===== config.mk =====
export PLATFORM = sky130hd
export DESIGN_NAME = amo_unit
export DESIGN_NICKNAME = d
export VERILOG_FILES = /design/src/rtl/amo_pkg.sv /design/src/rtl/amo_decode.sv /design/src/rtl/amo_alu.sv /design/src/rtl/amo_lane.sv /design/src/rtl/amo_unit.sv
export SDC_FILE = /design/constraint.sdc
export NUM_CORES = 1
export LEC_CHECK = 0
export BUFFER_PORTS_ARGS = -buffer_cell sky130_fd_sc_hd__buf_4
export CORE_MARGIN = 4
export CORE_UTILIZATION = 40
export CTS_BUF_LIST = sky130_fd_sc_hd__clkbuf_16
export DETAILED_ROUTE_END_ITERATION = 16
export PLACE_DENSITY_LB_ADDON = 0.15
export SKIP_LAST_GASP = 1
export SLEW_MARGIN = 20
export SYNTH_ARGS = -nofsm -noshare
export SYNTH_HDL_FRONTEND = slang
export SYNTH_SLANG_ARGS = --single-unit

===== constraint.sdc =====
create_clock -name clk -period 8.6 [get_ports clk]
set_input_delay 1.72 -clock clk [delete_from_list [all_inputs] [get_ports clk]]
set_output_delay 1.72 -clock clk [all_outputs]
set_load 0.02 [all_outputs]

===== src/rtl/amo_pkg.sv =====
package amo_pkg;
  typedef enum logic [2:0] {
    OP_ADD = 3'd0,
    OP_INC = 3'd1,
    OP_DEC = 3'd2,
    OP_SET = 3'd3,
    OP_CLR = 3'd4,
    OP_SWP = 3'd5
  } amo_op_e;

  typedef struct packed {
    amo_op_e op;
    logic    dbl;   // doubleword form
    logic    ret;   // returns old value to a register
    logic    bad;   // unrecognised code
  } amo_cmd_t;

  typedef enum logic [2:0] {
    ST_IDLE   = 3'd0,
    ST_READ   = 3'd1,
    ST_MODIFY = 3'd2,
    ST_WRITE  = 3'd3,
    ST_DONE   = 3'd4
  } amo_state_e;
endpackage


===== src/rtl/amo_decode.sv =====
module amo_decode
  import amo_pkg::*;
#(
  parameter logic [5:0] FN_STORE_W = 6'h18,
  parameter logic [5:0] FN_STORE_D = 6'h19,
  parameter logic [5:0] FN_FETCH   = 6'h1F
) (
  input  logic [5:0] func_i,
  input  logic [4:0] sub_i,
  output amo_cmd_t   cmd_o
);
  // sub-code bits 4:1 pick the operation, bit 0 the width
  always_comb begin
    cmd_o.op  = OP_ADD;
    cmd_o.dbl = 1'b0;
    cmd_o.ret = 1'b0;
    cmd_o.bad = 1'b1;
    case (func_i)
      FN_STORE_W: begin
        cmd_o.bad = 1'b0;
      end
      FN_STORE_D: begin
        cmd_o.dbl = 1'b1;
        cmd_o.bad = 1'b0;
      end
      FN_FETCH: begin
        cmd_o.dbl = sub_i[0];
        cmd_o.ret = 1'b1;
        cmd_o.bad = 1'b0;
        case (sub_i[4:1])
          4'h1:    cmd_o.op = OP_INC;
          4'h3:    cmd_o.op = OP_DEC;
          4'h5:    cmd_o.op = OP_SET;
          4'h7:    cmd_o.op = OP_CLR;
          4'h9:    cmd_o.op = OP_ADD;
          4'hB:    cmd_o.op = OP_SWP;
          default: begin
            cmd_o.ret = 1'b0;
            cmd_o.bad = 1'b1;
          end
        endcase
      end
      default: cmd_o.bad = 1'b1;
    endcase
  end
endmodule


===== src/rtl/amo_alu.sv =====
module amo_alu
  import amo_pkg::*;
#(
  parameter int DATA_W = 64
) (
  input  amo_op_e           op_i,
  input  logic              dbl_i,
  input  logic [DATA_W-1:0] old_i,
  input  logic [DATA_W-1:0] rt_i,
  output logic [DATA_W-1:0] new_o,
  output logic [DATA_W-1:0] ret_o
);
  localparam int HALF_W = DATA_W / 2;

  logic [DATA_W-1:0] res_d;
  logic [HALF_W-1:0] res_w;
  logic [HALF_W-1:0] old_w;
  logic [HALF_W-1:0] rt_w;

  assign old_w = old_i[HALF_W-1:0];
  assign rt_w  = rt_i[HALF_W-1:0];

  always_comb begin
    case (op_i)
      OP_ADD:  res_d = old_i + rt_i;
      OP_INC:  res_d = old_i + DATA_W'(1);
      OP_DEC:  res_d = old_i - DATA_W'(1);
      OP_SET:  res_d = '1;
      OP_CLR:  res_d = '0;
      OP_SWP:  res_d = rt_i;
      default: res_d = old_i;
    endcase
  end

  always_comb begin
    case (op_i)
      OP_ADD:  res_w = old_w + rt_w;
      OP_INC:  res_w = old_w + HALF_W'(1);
      OP_DEC:  res_w = old_w - HALF_W'(1);
      OP_SET:  res_w = '1;
      OP_CLR:  res_w = '0;
      OP_SWP:  res_w = rt_w;
      default: res_w = old_w;
    endcase
  end

  assign new_o = dbl_i ? res_d : {{HALF_W{1'b0}}, res_w};
  assign ret_o = dbl_i ? old_i : {{HALF_W{old_w[HALF_W-1]}}, old_w};
endmodule


===== src/rtl/amo_lane.sv =====
module amo_lane #(
  parameter int DATA_W = 64
) (
  input  logic                dbl_i,
  input  logic                hi_i,
  input  logic [DATA_W-1:0]   rdata_i,
  input  logic [DATA_W-1:0]   new_i,
  output logic [DATA_W-1:0]   lane_o,
  output logic [DATA_W-1:0]   wdata_o,
  output logic [DATA_W/8-1:0] be_o
);
  localparam int HALF_W = DATA_W / 2;
  localparam int HBE_W  = DATA_W / 16;

  logic [HALF_W-1:0] half_sel;

  assign half_sel = hi_i ? rdata_i[DATA_W-1:HALF_W] : rdata_i[HALF_W-1:0];
  assign lane_o   = dbl_i ? rdata_i : {{HALF_W{1'b0}}, half_sel};

  for (genvar g = 0; g < 2; g++) begin : g_half
    assign wdata_o[g*HALF_W +: HALF_W] =
      dbl_i ? new_i[g*HALF_W +: HALF_W] : new_i[HALF_W-1:0];
    assign be_o[g*HBE_W +: HBE_W] = {HBE_W{dbl_i | (hi_i == 1'(g))}};
  end
endmodule


===== src/rtl/amo_unit.sv =====
module amo_unit
  import amo_pkg::*;
#(
  parameter int ADDR_W = 16,
  parameter int DATA_W = 64
) (
  input  logic                clk,
  input  logic                rst_n,
  input  logic                req_valid_i,
  input  logic [5:0]          req_func_i,
  input  logic [4:0]          req_sub_i,
  input  logic [ADDR_W-1:0]   req_addr_i,
  input  logic [DATA_W-1:0]   req_rt_i,
  output logic                mem_en_o,
  output logic                mem_we_o,
  output logic [ADDR_W-1:0]   mem_addr_o,
  output logic [DATA_W/8-1:0] mem_be_o,
  output logic [DATA_W-1:0]   mem_wdata_o,
  input  logic [DATA_W-1:0]   mem_rdata_i,
  output logic                done_o,
  output logic                rd_we_o,
  output logic [DATA_W-1:0]   rd_data_o,
  output logic                illegal_o,
  output logic                misalign_o
);
  localparam int BE_W  = DATA_W / 8;
  localparam int OFF_W = $clog2(BE_W);

  // reset: asynchronous assertion, synchronous release
  logic [1:0] rst_sync_q;
  logic       rst_q;
  always_ff @(posedge clk or negedge rst_n) begin
    if (!rst_n) rst_sync_q <= 2'b00;
    else        rst_sync_q <= {rst_sync_q[0], 1'b1};
  end
  assign rst_q = rst_sync_q[1];

  amo_cmd_t cmd_d;
  amo_decode u_dec (
    .func_i (req_func_i),
    .sub_i  (req_sub_i),
    .cmd_o  (cmd_d)
  );

  logic misal_d;
  assign misal_d = cmd_d.dbl ? (|req_addr_i[OFF_W-1:0])
                             : (|req_addr_i[OFF_W-2:0]);

  amo_state_e st_q, st_d;
  amo_cmd_t   cmd_q;
  logic [ADDR_W-1:OFF_W] base_q;
  logic                  hi_q;
  logic [DATA_W-1:0]     rt_q;
  logic [DATA_W-1:0]     old_q;
  logic                  ill_q;
  logic                  mis_q;

  logic accept_en;
  logic capture_en;
  assign accept_en  = (st_q == ST_IDLE) && req_valid_i;
  assign capture_en = (st_q == ST_MODIFY);

  always_comb begin
    st_d = st_q;
    case (st_q)
      ST_IDLE:   if (req_valid_i) st_d = (cmd_d.bad || misal_d) ? ST_DONE : ST_READ;
      ST_READ:   st_d = ST_MODIFY;
      ST_MODIFY: st_d = ST_WRITE;
      ST_WRITE:  st_d = ST_DONE;
      ST_DONE:   st_d = ST_IDLE;
      default:   st_d = ST_IDLE;
    endcase
  end

  always_ff @(posedge clk or negedge rst_q) begin
    if (!rst_q) st_q <= ST_IDLE;
    else        st_q <= st_d;
  end

  always_ff @(posedge clk or negedge rst_q) begin
    if (!rst_q) begin
      cmd_q  <= '0;
      base_q <= '0;
      hi_q   <= 1'b0;
      rt_q   <= '0;
      ill_q  <= 1'b0;
      mis_q  <= 1'b0;
    end else if (accept_en) begin
      cmd_q  <= cmd_d;
      base_q <= req_addr_i[ADDR_W-1:OFF_W];
      hi_q   <= req_addr_i[OFF_W-1];
      rt_q   <= req_rt_i;
      ill_q  <= cmd_d.bad;
      mis_q  <= !cmd_d.bad && misal_d;
    end
  end

  logic [DATA_W-1:0] lane_val;
  logic [DATA_W-1:0] new_val;
  logic [DATA_W-1:0] ret_val;
  logic [DATA_W-1:0] wdata;
  logic [BE_W-1:0]   be;

  always_ff @(posedge clk or negedge rst_q) begin
    if (!rst_q)          old_q <= '0;
    else if (capture_en) old_q <= lane_val;
  end

  amo_lane #(.DATA_W(DATA_W)) u_lane (
    .dbl_i   (cmd_q.dbl),
    .hi_i    (hi_q),
    .rdata_i (mem_rdata_i),
    .new_i   (new_val),
    .lane_o  (lane_val),
    .wdata_o (wdata),
    .be_o    (be)
  );

  amo_alu #(.DATA_W(DATA_W)) u_alu (
    .op_i  (cmd_q.op),
    .dbl_i (cmd_q.dbl),
    .old_i (old_q),
    .rt_i  (rt_q),
    .new_o (new_val),
    .ret_o (ret_val)
  );

  assign mem_en_o    = (st_q == ST_READ) || (st_q == ST_WRITE);
  assign mem_we_o    = (st_q == ST_WRITE);
  assign mem_addr_o  = {base_q, {OFF_W{1'b0}}};
  assign mem_be_o    = mem_we_o ? be : '0;
  assign mem_wdata_o = mem_we_o ? wdata : '0;

  assign done_o     = (st_q == ST_DONE);
  assign illegal_o  = done_o && ill_q;
  assign misalign_o = done_o && mis_q;
  assign rd_we_o    = done_o && cmd_q.ret && !ill_q && !mis_q;
  assign rd_data_o  = rd_we_o ? ret_val : '0;

  // ordering checks on the memory port and the completion strobe
  AST_WR_FOLLOWS_RD: assert property (@(posedge clk) disable iff (!rst_q)
    mem_we_o |-> $past(mem_en_o && !mem_we_o, 2));
  AST_WR_SAME_ROW: assert property (@(posedge clk) disable iff (!rst_q)
    mem_we_o |-> (mem_addr_o == $past(mem_addr_o, 2)));
  AST_DONE_AFTER_WR: assert property (@(posedge clk) disable iff (!rst_q)
    (done_o && !illegal_o && !misalign_o) |-> $past(mem_we_o));
  AST_DONE_PULSE: assert property (@(posedge clk) disable iff (!rst_q)
    done_o |=> !done_o);
  AST_ILLEGAL_NO_ACCESS: assert property (@(posedge clk) disable iff (!rst_q)
    illegal_o |-> !$past(mem_en_o));
  AST_MISALIGN_NO_ACCESS: assert property (@(posedge clk) disable iff (!rst_q)
    misalign_o |-> !$past(mem_en_o));
  AST_ONE_ERROR: assert property (@(posedge clk) disable iff (!rst_q)
    !(illegal_o && misalign_o));
  AST_RD_CLEAN_ONLY: assert property (@(posedge clk) disable iff (!rst_q)
    rd_we_o |-> (done_o && !illegal_o && !misalign_o));
endmodule


==> impl_metrics.py <==
metrics = {
    "critical_path": {
        "cp.required_ps": 6880,
        "cp_slowest_cell": "a211oi_1",
        "path_class": "reg2out",
        "crit_top_cell": "nor3_1",
        "cp_data_arrival_time_ps": 6340,
        "worstSetupEndpointType": "primary output",
        "cp_max_fo": 9,
        "cpPeakStageDelay_ps": 640,
        "path_cells": "or4_1 -> nor3b_1 -> nand2_2 -> or2_2 -> nor3_1 -> xnor2_1 -> o21ai_0 -> ha_1 -> inv_1 -> nor3_1 -> nand4_1 -> a21oi_1 -> o21ai_0 -> a211oi_1 -> nor3_1 -> o21ai_2 -> nand3b_1 -> a221oi_2 -> buf_4",
        "startpoint_type": "flip-flop",
    },
    "logic_synthesis": {
        "synth_edf_count": 0,
        "synth.largest_area_cell": "dfrtp_1",
        "yosysWarnings": 0,
        "synth_compound_area_frac": 0.260,
        "synth_ff_type": "dfrtp_1",
        "ys_ff_latch": 154,
        "syn_inst": 1971,
        "synthMuxAreaShare": 0.0249,
        "synthAdderAreaFrac": 0.0583,
        "synth_area_per_cell_um2": 7.15,
        "synth_top_family_by_area": "compound AO/OA/AOI/OAI gates",
        "netlist.area_leader.share": 0.274,
        "synthesis.area_mm2": 0.0141,
        "ys_seq_area_frac": 0.274,
        "ys_types": 81,
        "ys_top_cells_by_area": "dfrtp_1 (27%), nand2_1 (11%), o21ai_0 (7.9%), a21oi_1 (6.6%), ha_1 (5.7%)",
        "synthSimpleGateAreaFrac": 0.254,
        "yosys.area_share.xor_xnor": 0.0721,
        "postSynth.asyncResetShare": 1.00,
    },
    "floorplan": {
        "die_w_um": 196,
        "die_h_um": 196,
        "rows": 68,
        "die-area_mm2": 0.0383,
        "initial_core_util": 0.407,
        "design.core.area_mm2": 0.0346,
        "io_pins": 316,
    },
    "cells_and_area": {
        "nFillCells": 3550,
        "fin_util": 0.498,
        "drive_above_1_share": 0.188,
        "instances_no_fill": 2652,
        "final_nets": 2407,
        "diodes": 0,
        "area_delta_synth_final_pct": 22.4,
    },
    "timing": {
        "finalHoldViolations": 0,
        "fmax_ghz": 0.124,
        "clock_skew_ps": 12.6,
        "grt_setup_unrepaired": "false",
        "tns_ps": 0,
        "fin_crit_sh": 0.937,
        "relSlewSlack": 0.342,
        "postLayoutSetupSlackWorst_ps": 542,
        "period_minus_slack_ps": 8060,
        "worst_pin_slew_ps": 987,
        "setup_violations": 0,
        "slew_violations": 0,
    },
    "drt": {
        "drc": 0,
        "drt_iter0_drc": 1222,
        "drt-total-wl_mm": 62.1,
        "wl_per_cell_um": 23.4,
        "vias_per_cell": 5.85,
        "drtPass1Iterations": 5,
        "postRouteAntennaNets": 0,
        "num_vias": 15500,
    },
    "cts": {
        "htree_levels": 4,
        "cts_setup_buffers": 0,
        "cts-resized-gates": 0,
        "numCtsBuffers": 17,
        "cts_tree": "built",
        "cts_num_sinks": 154,
        "clk_pin_slew_ps": 70,
        "cts_hold_buffers": 0,
        "insertion_delay_ps": 460,
        "root_buffer": "clkbuf_16",
        "clockBufferDepth": 2,
    },
    "min_path": {
        "hold_path.class": "reg2async",
    },
    "run_status": {
        "status": "finished, final reports clean",
    },
    "place": {
        "place.gp.congestion": 0.969,
        "pre_cts_slack_ps": 1130,
        "place.port_buffers": 312,
        "dp_hpwl_mm": 48.1,
        "place_inst": 2620,
    },
    "global_route": {
        "track_usage": 0.318,
        "grt_max_degree": 107,
        "grt_pass1_wl_mm": 94.7,
        "antenna_found_initial": 1,
        "overflow": 0,
        "grt_pass1_vias": 15400,
    },
    "job": {
        "maxCapViolations": 0,
    },
    "pwr": {
        "power_density_mw_per_mm2": 359,
        "p_leak_nw": 8.14,
        "ir_worst_vdd_uv": 187,
    },
}
==> cell usage in the layout, fill, tap and decap left out, types with 13 or more instances in the layout <==
cell and instances:
dfrtp_1 151, nor4_1 15, a221oi_1 14, nand2_1 426, and2_1 41, nor2_1 131, a22oi_1 13, a21o_1 36
xor2_1 42, mux2i_1 35, a21oi_1 187, a211oi_1 13, xnor2_1 74, inv_1 54, buf_4 337, o21ai_0 221
nand4_1 25, nor3_1 34, ha_1 64, nand3_1 24, clkbuf_16 17
==> path summary, 6_finish.rpt <==
| kind | slack [ps] | end | from | depth (start not counted) |
|---|---|---|---|---|
| worst max-delay path | 540 | mem_wdata_o[63] | rt_q[2]$_DFFE_PN0P_ | 19 |
| worst min-delay path | 230 | old_q[14]$_DFFE_PN0P_ | rst_sync_q[1]$_DFF_PN0_ | 0 |
| worst max register to register | 5440 | old_q[21]$_DFFE_PN0P_ | cmd_q[2]$_DFFE_PN0P_ | 5 |
| worst min register to register | 230 | old_q[14]$_DFFE_PN0P_ | rst_sync_q[1]$_DFF_PN0_ | 0 |
| max in group asynchronous | 7020 | cmd_q[2]$_DFFE_PN0P_ | rst_sync_q[1]$_DFF_PN0_ | 1 |
| min in group clk | 370 | rst_sync_q[1]$_DFF_PN0_ | rst_sync_q[0]$_DFF_PN0_ | 0 |
==> cells in the mapped netlist (all sizes together), types with 37 or more instances <==
cell type,n
a21oi,187
and2,42
clkbuf,120
dfrtp,154
ha,64
inv,53
nand2,430
nor2,135
nor3,37
o21ai,230
xnor2,74
xor2,42
==> sequential cells by signal, summed over array words and instances (netlist names) <==
register    cells
ill_q           1
rt_q           64
hi_q            1
old_q          64
rst_sync_q      2
cmd_q           5
mis_q           1
st_q            3
base_q         13
==> layout make-up <==
cell class,count,area (µm²),area share
clock buffers,17,425,0.0247
clock inverters,15,165,0.00958
inverters,55,206,0.0120
multi-input cells,1619,9480,0.550
flip-flops and latches,154,3860,0.224
well taps,455,569,0.0330
repair buffers,337,2530,0.147
==> per-stage QoR <==
stage,power [mW],instance area [µm²],hold WS (ps)
6_report,6.19,17200,233
5_1_grt,6.68,17200,263
4_1_cts,6.14,17200,240
3_5_place_dp,5.31,16600,239
3_3_place_gp,5.30,16600,238
2_1_floorplan,4.11,14100,331
==> routing by layer <==
metal | track usage | up-vias | part of all wire
met5 | 0 | - | 0.00032
met4 | 0.114 | 2 | 0.037
met3 | 0.0630 | 106 | 0.071
met2 | 0.504 | 673 | 0.45
met1 | 0.433 | 7417 | 0.44
li1 | - | 7322 | -
==> cells by family after synthesis <==
| logic type | count (synthesis) |
|---|---|
| AND/OR/NAND/NOR | 791 |
| XOR/XNOR | 116 |
| other | 2 |
| buffers and inverters | 200 |
| AO/OA/AOI/OAI | 608 |
| multiplexers | 35 |
| flip-flops | 154 |
| adder cells (fa/ha/maj) | 65 |
==> report_power, final <==
part	internal (mW)	switching, mW
Clock	0.434	0.363
Combinational	1.44	2.39
Sequential	1.03	0.519
Total	2.91	3.28
==> critical path: cells and delay by family (launching register included) <==
kind	cells	cell delay, ps
adder cells (fa/ha/maj)	1	460
AND/OR/NAND/NOR	9	2760
buffers and inverters	2	320
XOR/XNOR	1	140
flip-flops	1	440
AO/OA/AOI/OAI	6	1750
No activity file was read; power rests on OpenSTA's default activity.
